## src/rtl/tri_cla_adder.sv

```systemverilog
module tri_cla_adder #(
  parameter int LEVELS = 3
) (
  input  logic [3**LEVELS-1:0] a,
  input  logic [3**LEVELS-1:0] b,
  input  logic                 cin,
  output logic [3**LEVELS-1:0] sum,
  output logic                 cout
);
  localparam int W  = 3**LEVELS;
  localparam int N1 = W / 3;
  localparam int N2 = W / 9;

  // returns {c_mid, c_top, grp_p, grp_g}
  function automatic logic [3:0] node3(input logic [2:0] p, input logic [2:0] g, input logic ci);
    logic c1, c2, gp, gg;
    c1 = g[0] | (p[0] & ci);
    c2 = g[1] | (p[1] & g[0]) | (p[1] & p[0] & ci);
    gg = g[2] | (p[2] & g[1]) | (p[2] & p[1] & g[0]);
    gp = p[2] & p[1] & p[0];
    return {c1, c2, gp, gg};
  endfunction

  logic [W-1:0]  bp, bg, bc;
  logic [N1-1:0] p1, g1, c1;
  logic [N2-1:0] p2, g2, c2;
  logic          rp, rg;

  assign bp  = a ^ b;
  assign bg  = a & b;
  assign sum = bp ^ bc;

  genvar k;
  generate
    for (k = 0; k < N1; k++) begin : g_lvl1
      logic [3:0] o;
      assign o = node3(bp[3*k +: 3], bg[3*k +: 3], c1[k]);
      assign bc[3*k]   = c1[k];
      assign bc[3*k+1] = o[3];
      assign bc[3*k+2] = o[2];
      assign p1[k]     = o[1];
      assign g1[k]     = o[0];
    end
    for (k = 0; k < N2; k++) begin : g_lvl2
      logic [3:0] o;
      assign o = node3(p1[3*k +: 3], g1[3*k +: 3], c2[k]);
      assign c1[3*k]   = c2[k];
      assign c1[3*k+1] = o[3];
      assign c1[3*k+2] = o[2];
      assign p2[k]     = o[1];
      assign g2[k]     = o[0];
    end
  endgenerate

  logic [3:0] ro;
  assign ro    = node3(p2, g2, cin);
  assign c2[0] = cin;
  assign c2[1] = ro[3];
  assign c2[2] = ro[2];
  assign rp    = ro[1];
  assign rg    = ro[0];
  assign cout  = rg | (rp & cin);

  always_comb begin
    a_r1_sum: assert (sum == W'({1'b0, a} + {1'b0, b} + (W+1)'(cin)))
      else $error("a_r1_sum");
    a_r2_cout: assert (cout == (({1'b0, a} + {1'b0, b} + (W+1)'(cin)) >> W))
      else $error("a_r2_cout");
    a_r7_prop: assert (!(&bp) || (cout == cin))
      else $error("a_r7_prop");
  end

  generate
    for (k = 1; k < N1; k++) begin : g_chk
      logic [W:0] part;
      assign part = {{(W-3*k+1){1'b0}}, a[3*k-1:0]} + {{(W-3*k+1){1'b0}}, b[3*k-1:0]} + (W+1)'(cin);
      if (k % 3 == 0) begin : g_nine
        always_comb
          a_r6_group9: assert (bc[3*k] == part[3*k]) else $error("a_r6_group9");
      end else begin : g_three
        always_comb
          a_r5_group3: assert (bc[3*k] == part[3*k]) else $error("a_r5_group3");
      end
    end
  endgenerate
endmodule

```

## config.mk

```make
export PLATFORM = sky130hd
export DESIGN_NAME = tri_cla_adder
export DESIGN_NICKNAME = d
export VERILOG_FILES = /design/src/rtl/tri_cla_adder.sv
export SDC_FILE = /design/constraint.sdc
export NUM_CORES = 1
export LEC_CHECK = 0
export ABC_AREA = 1
export CORE_MARGIN = 8
export CORE_UTILIZATION = 37
export DETAILED_ROUTE_END_ITERATION = 10
export MAX_ROUTING_LAYER = met4
export PLACE_DENSITY = 0.83
export SLEW_MARGIN = 20
export SYNTH_ARGS = -nofsm -noshare
export SYNTH_HDL_FRONTEND = slang
export SYNTH_SLANG_ARGS = --single-unit
```

## constraint.sdc

```tcl
create_clock -name vclk -period 6.2
set_clock_uncertainty 0.1 [all_clocks]
set_input_delay 1.24 -clock vclk [all_inputs]
set_output_delay 1.24 -clock vclk [all_outputs]
set_load 0.02 [all_outputs]
```

==> results of run 1 <==
-- cells in the mapped netlist --
master,n,area [sq um]
nor2_1,10,37.5
a21o_1,1,7.51
nor3_1,1,5.00
o21ai_0,2,10.0
nand2_1,47,176
nand3_2,1,10.0
a21oi_2,1,8.76
o21bai_1,2,15.0
nand3_1,15,75.1
a21oi_1,12,60.1
and3_2,1,7.51
inv_1,22,82.6
nor2_2,2,12.5
nor2_4,1,11.3
xnor2_1,2,17.5
nand2_2,10,62.6
inv_2,3,11.3
xor2_1,12,105
ha_1,27,338
fa_1,9,180
-- metrics by stage --
step | setup WS [ns] | util [%] | hold WS, ns | power [mW] | cell area (sq um)
2_1_floorplan | 1.83 | - | 2.64 | 0.152 | 1230
3_3_place_gp | 0.878 | 65.1 | 3.58 | 0.274 | 2120
3_5_place_dp | 0.857 | 65.1 | 3.60 | 0.278 | 2120
4_1_cts | 0.853 | 65.1 | 3.60 | 0.279 | 2120
5_1_grt | 0.653 | 65.1 | 3.63 | 0.300 | 2120
6_report | 0.868 | 65.1 | 3.59 | 0.275 | 2120
-- power by group through the flow --
stage	Combinational (mW)	Clock, mW	Sequential, mW
after global routing	0.300	0	0
after CTS	0.279	0	0
after detailed placement	0.278	0	0
after floorplan	0.152	0	0
final	0.275	0	0
after global placement	0.274	0	0
-- cell type report --
cell class / instances / area, sq um / share of cell area [%]
repair buffers: 83 / 831 / 39.2
inverters: 25 / 93.8 / 4.42
well taps: 46 / 57.6 / 2.71
multi-input cells: 156 / 1140 / 53.7
-- layer usage --
| layer | track usage (%) | up-vias |
|---|---|---|
| met5 | - | - |
| met4 | 0 | 0 |
| met3 | 2.18 | 0 |
| met2 | 26.2 | 44 |
| met1 | 13.5 | 613 |
| li1 | - | 750 |
-- tightest hold or removal path: stages --
cell and delay [ns]:
clkdlybuf4s50_1 0.40, ha_1 0.17, inv_1 0.05, nand2_1 0.04, clkdlybuf4s50_1 0.54
-- kinds of logic (layout without fill, tap and decap cells) --
| kind of cell | Yosys count | in the layout | share of synthesized area, % |
|---|---|---|---|
| xor gates and xnor gates | 14 | 14 | 9.94 |
| adders and majority gates | 36 | 36 | 42.0 |
| buffers and inverters | 25 | 108 | 7.61 |
| AOI/OAI and AO/OA | 18 | 18 | 8.22 |
| and+or+nand+nor | 88 | 88 | 32.3 |
-- worst min path at each step --
stage               start      to
global route        b[26]    cout
CTS                 b[26]    cout
floorplan             cin  sum[2]
detailed placement  b[26]    cout
global placement    b[26]    cout
finish              b[26]    cout
==> impl_metrics.toml, run 1 <==
[synth]
syn_avg_cell_area_sq_um = 6.82
synth_area_sq_mm = 0.00123
yosysSeqAreaShare_pct = 0
synth_cells = 181
synthesis.nets = 272
synth_cell_type_count = 20
ys.warnings.count = 0

[floorplan]
die_area_sq_mm = 0.00544
die_h_um = 73.7
start_util_pct = 37.9
core_region_area_sq_mm = 0.00326
chipWidth_um = 73.7
num_rows = 21
pin_count = 83

[final_layout]
nClkBuffers = 0
antenna_cells = 0
final_cells = 310
n_fill_cell = 305
fin_nets = 357
final-seq-area_sq_um = 0
drive_gt1_share_pct = 7.20
seq_cells = 0
final_common_cell = "clkdlybuf4s50_1"
mostFrequentLayoutCells = "clkdlybuf4s50_1 (83), nand2_1 (47), ha_1 (27)"
syn2layout_area_growth_pct = 72.0

[cts]
cts_setup_buffers = 0
post_cts_resized = 0
postCtsHoldBufs = 0

[place]
port_buffers = 83
dp_hpwl_um = 3430
gp_congestion = 0.805
place_inst = 310

[setup_path]
cp-end-kind = "primary output"
path_buf_inv = 2
cp.required_ns = 4.86
startpoint = "a[16]"
cp-endpoint = "sum[22]"
startpoint_type = "primary input"
crit_chain = "clkdlybuf4s50_1 -> ha_1 -> a21oi_1 -> nor2_1 -> nor2_1 -> nand2_1 -> nor2_1 -> nand2_2 -> nand2_1 -> nand2_2 -> fa_1 -> xor2_1 -> clkdlybuf4s50_1"
cpLargestDelayFamily = "buffers and inverters"
cp_num_cells = 13
critPathArrivalTime_ns = 3.99
cp_max_fo = 4
path_common_cell = "nor2_1"
critPathKind = "in2out"
critical-path-max-stage-delay_ns = 0.62
worst_path_max_delay_cell = "clkdlybuf4s50_1"

[detailed_routing]
routed_wl_um = 3650
route.met2.wl_um = 1940
via_per_inst = 4.54
via_count = 1407
top_layer = "met3"
wl_met3_um = 243
met1_length_um = 1460
drt_iter0_markers = 18
drt-pass1-iter-count = 4
routedWlPerCell_um = 11.8
ant_nets = 0
post-route-drc-count = 0

[power]
power_frac_seq_pct = 0
p_sw_share_pct = 49.7
p_clk_share_pct = 0
pwr-share-comb_pct = 100.0
peakVddDrop_mv = 0.0665
p_per_area_mw_per_mm2 = 130
p_int_mw = 0.138
leakagePower_nw = 1.06
p_switching_mw = 0.137

[hold_path]
hold_path_class = "in2out"
hold_path_depth = 5

[grt]
grt_antenna_before_repair = 0
grt_pass1_vias = 1408
grt.overflow.total = 0
grt.total_usage_pct = 13.1
grt_pass1_wl_um = 5800
grt_max_degree = 7

[sta]
max_freq_ghz = 0.188
period_share_pct = 86.0
slew_headroom_pct = 83.7
worst_pin_slew_ns = 0.244
setup-tns-final_ns = 0
period_minus_slack_ns = 5.33
grt_setup_unrepaired = "no"
finalSetupViolations = 0
hold_viol_final = 0
slew_violations = 0

[flow_run]
drv_cap = 0

[status]
status = "finished, final reports clean"
No activity file was read; power rests on OpenSTA's default activity.
==> run 2, diff against run 1 <==
--- a/config.mk
+++ b/config.mk
@@ -7,10 +7,11 @@
 export LEC_CHECK = 0
 export ABC_AREA = 1
 export CORE_MARGIN = 8
-export CORE_UTILIZATION = 37
+export CORE_UTILIZATION = 57
 export DETAILED_ROUTE_END_ITERATION = 10
+export DONT_BUFFER_PORTS = 1
 export MAX_ROUTING_LAYER = met4
-export PLACE_DENSITY = 0.83
+export PLACE_DENSITY = 0.72
 export SLEW_MARGIN = 20
 export SYNTH_ARGS = -nofsm -noshare
 export SYNTH_HDL_FRONTEND = slang
==> run 2 against run 1 <==
Compared with the run above: sequential share of layout area did not move; cell area down 40%; hold slack got worse by 0.95 ns; combinational power down 38%; first-iteration DRC count increased by 83%; maximum frequency increased by 18%; non-clock buffer count decreased by 83; setup slack better by 0.82 ns; critical path type unchanged; largest cell class unchanged; largest power group unchanged; highest routed layer is now met4.
==> impl_metrics.toml, run 2 (synthesis results as in run 1) <==
[detailed_routing]
routedWlPerCell_um = 13.6
via_count = 1115
routed_wl_um = 2850
via_per_inst = 5.33
drt_iter0_markers = 33
ant_nets = 0
post-route-drc-count = 0
drt-pass1-iter-count = 4

[sta]
worst_pin_slew_ns = 0.514
setup_ws_ns = 1.68
setup-tns-final_ns = 0
slew_violations = 0
hold_viol_final = 0
period_minus_slack_ns = 4.52
slew_headroom_pct = 65.5
period_share_pct = 72.9
max_freq_ghz = 0.221
finalSetupViolations = 0
grt_setup_unrepaired = "no"

[final_layout]
final-seq-area_sq_um = 0
finalCoreUtilization_pct = 59.6
final_common_cell = "nand2_1"
drive_gt1_share_pct = 10.5
mostFrequentLayoutCells = "nand2_1 (47), ha_1 (27), inv_1 (22)"
fin_nets = 274
syn2layout_area_growth_pct = 2.84
nClkBuffers = 0
n_fill_cell = 204
final_cells = 209
antenna_cells = 0
seq_cells = 0

[floorplan]
chipWidth_um = 62.5
pin_count = 83
core_region_area_sq_mm = 0.00213
start_util_pct = 58.0
num_rows = 17
die_h_um = 62.5
die_area_sq_mm = 0.00391

[place]
port_buffers = 0
dp_hpwl_um = 2710
gp_congestion = 0.773
pre_cts_slack_ns = 1.65
place_inst = 209

[status]
status = "finished, final reports clean"

[grt]
grt_antenna_before_repair = 0
grt.overflow.total = 0
grt_pass1_wl_um = 4860
grt.total_usage_pct = 14.2
grt_max_degree = 7
grt_pass1_vias = 1145

[cts]
postCtsHoldBufs = 0
cts_setup_buffers = 0
post_cts_resized = 0

[setup_path]
path_common_cell = "nand2_2"
crit_chain = "ha_1 -> nand2_2 -> inv_1 -> a21oi_1 -> nand2_1 -> o21bai_1 -> nand2_2 -> nand2_2 -> nand2_2 -> fa_1 -> xor2_1"
cp-end-kind = "primary output"
startpoint_type = "primary input"
critPathArrivalTime_ns = 3.18
worst_path_max_delay_cell = "xor2_1"
cp.required_ns = 4.86
critPathKind = "in2out"
cpLargestDelayFamily = "adder cells"
critical-path-max-stage-delay_ns = 0.42
cp_max_fo = 5
path_buf_inv = 1

[power]
p_per_area_mw_per_mm2 = 134
leakagePower_nw = 0.732
peakVddDrop_mv = 0.0761
total_power_mw = 0.170

[hold_path]
hold_path_class = "in2out"

[flow_run]
drv_cap = 0
## run 2: final timing paths
kind	startpoint	to	slack [ns]	cells after the start
setup / recovery	a[7]	sum[25]	1.68	11
hold / removal	b[6]	sum[6]	2.64	1
## run 2: area by class of cell
| cell class | count | area [sq um] | area share, % |
|---|---|---|---|
| Multi-Input combinational cell | 156 | 1140 | 89.8 |
| Inverter | 25 | 93.8 | 7.40 |
| Tap cell | 28 | 35.0 | 2.76 |
## run 2: stage by stage
stage | instance area, sq um | hold slack (ns)
floorplan | 1230 | 2.64
global placement | 1270 | 2.65
detailed placement | 1270 | 2.65
CTS | 1270 | 2.65
global route | 1270 | 2.65
finish | 1270 | 2.64
## run 2: routing by layer
layer,global-route usage (%),vias to the layer above,share of wire (%)
met4,0.855,0,0.67
met3,3.41,2,7.1
met2,28.8,36,57
met1,13.6,493,36
li1,-,584,-
met5,-,-,0
## run 2: power by group
part	switching, mW	leakage (nW)	internal, mW
sequential	0	0	0
clock	0	0	0
combinational	0.117	0.732	0.0534
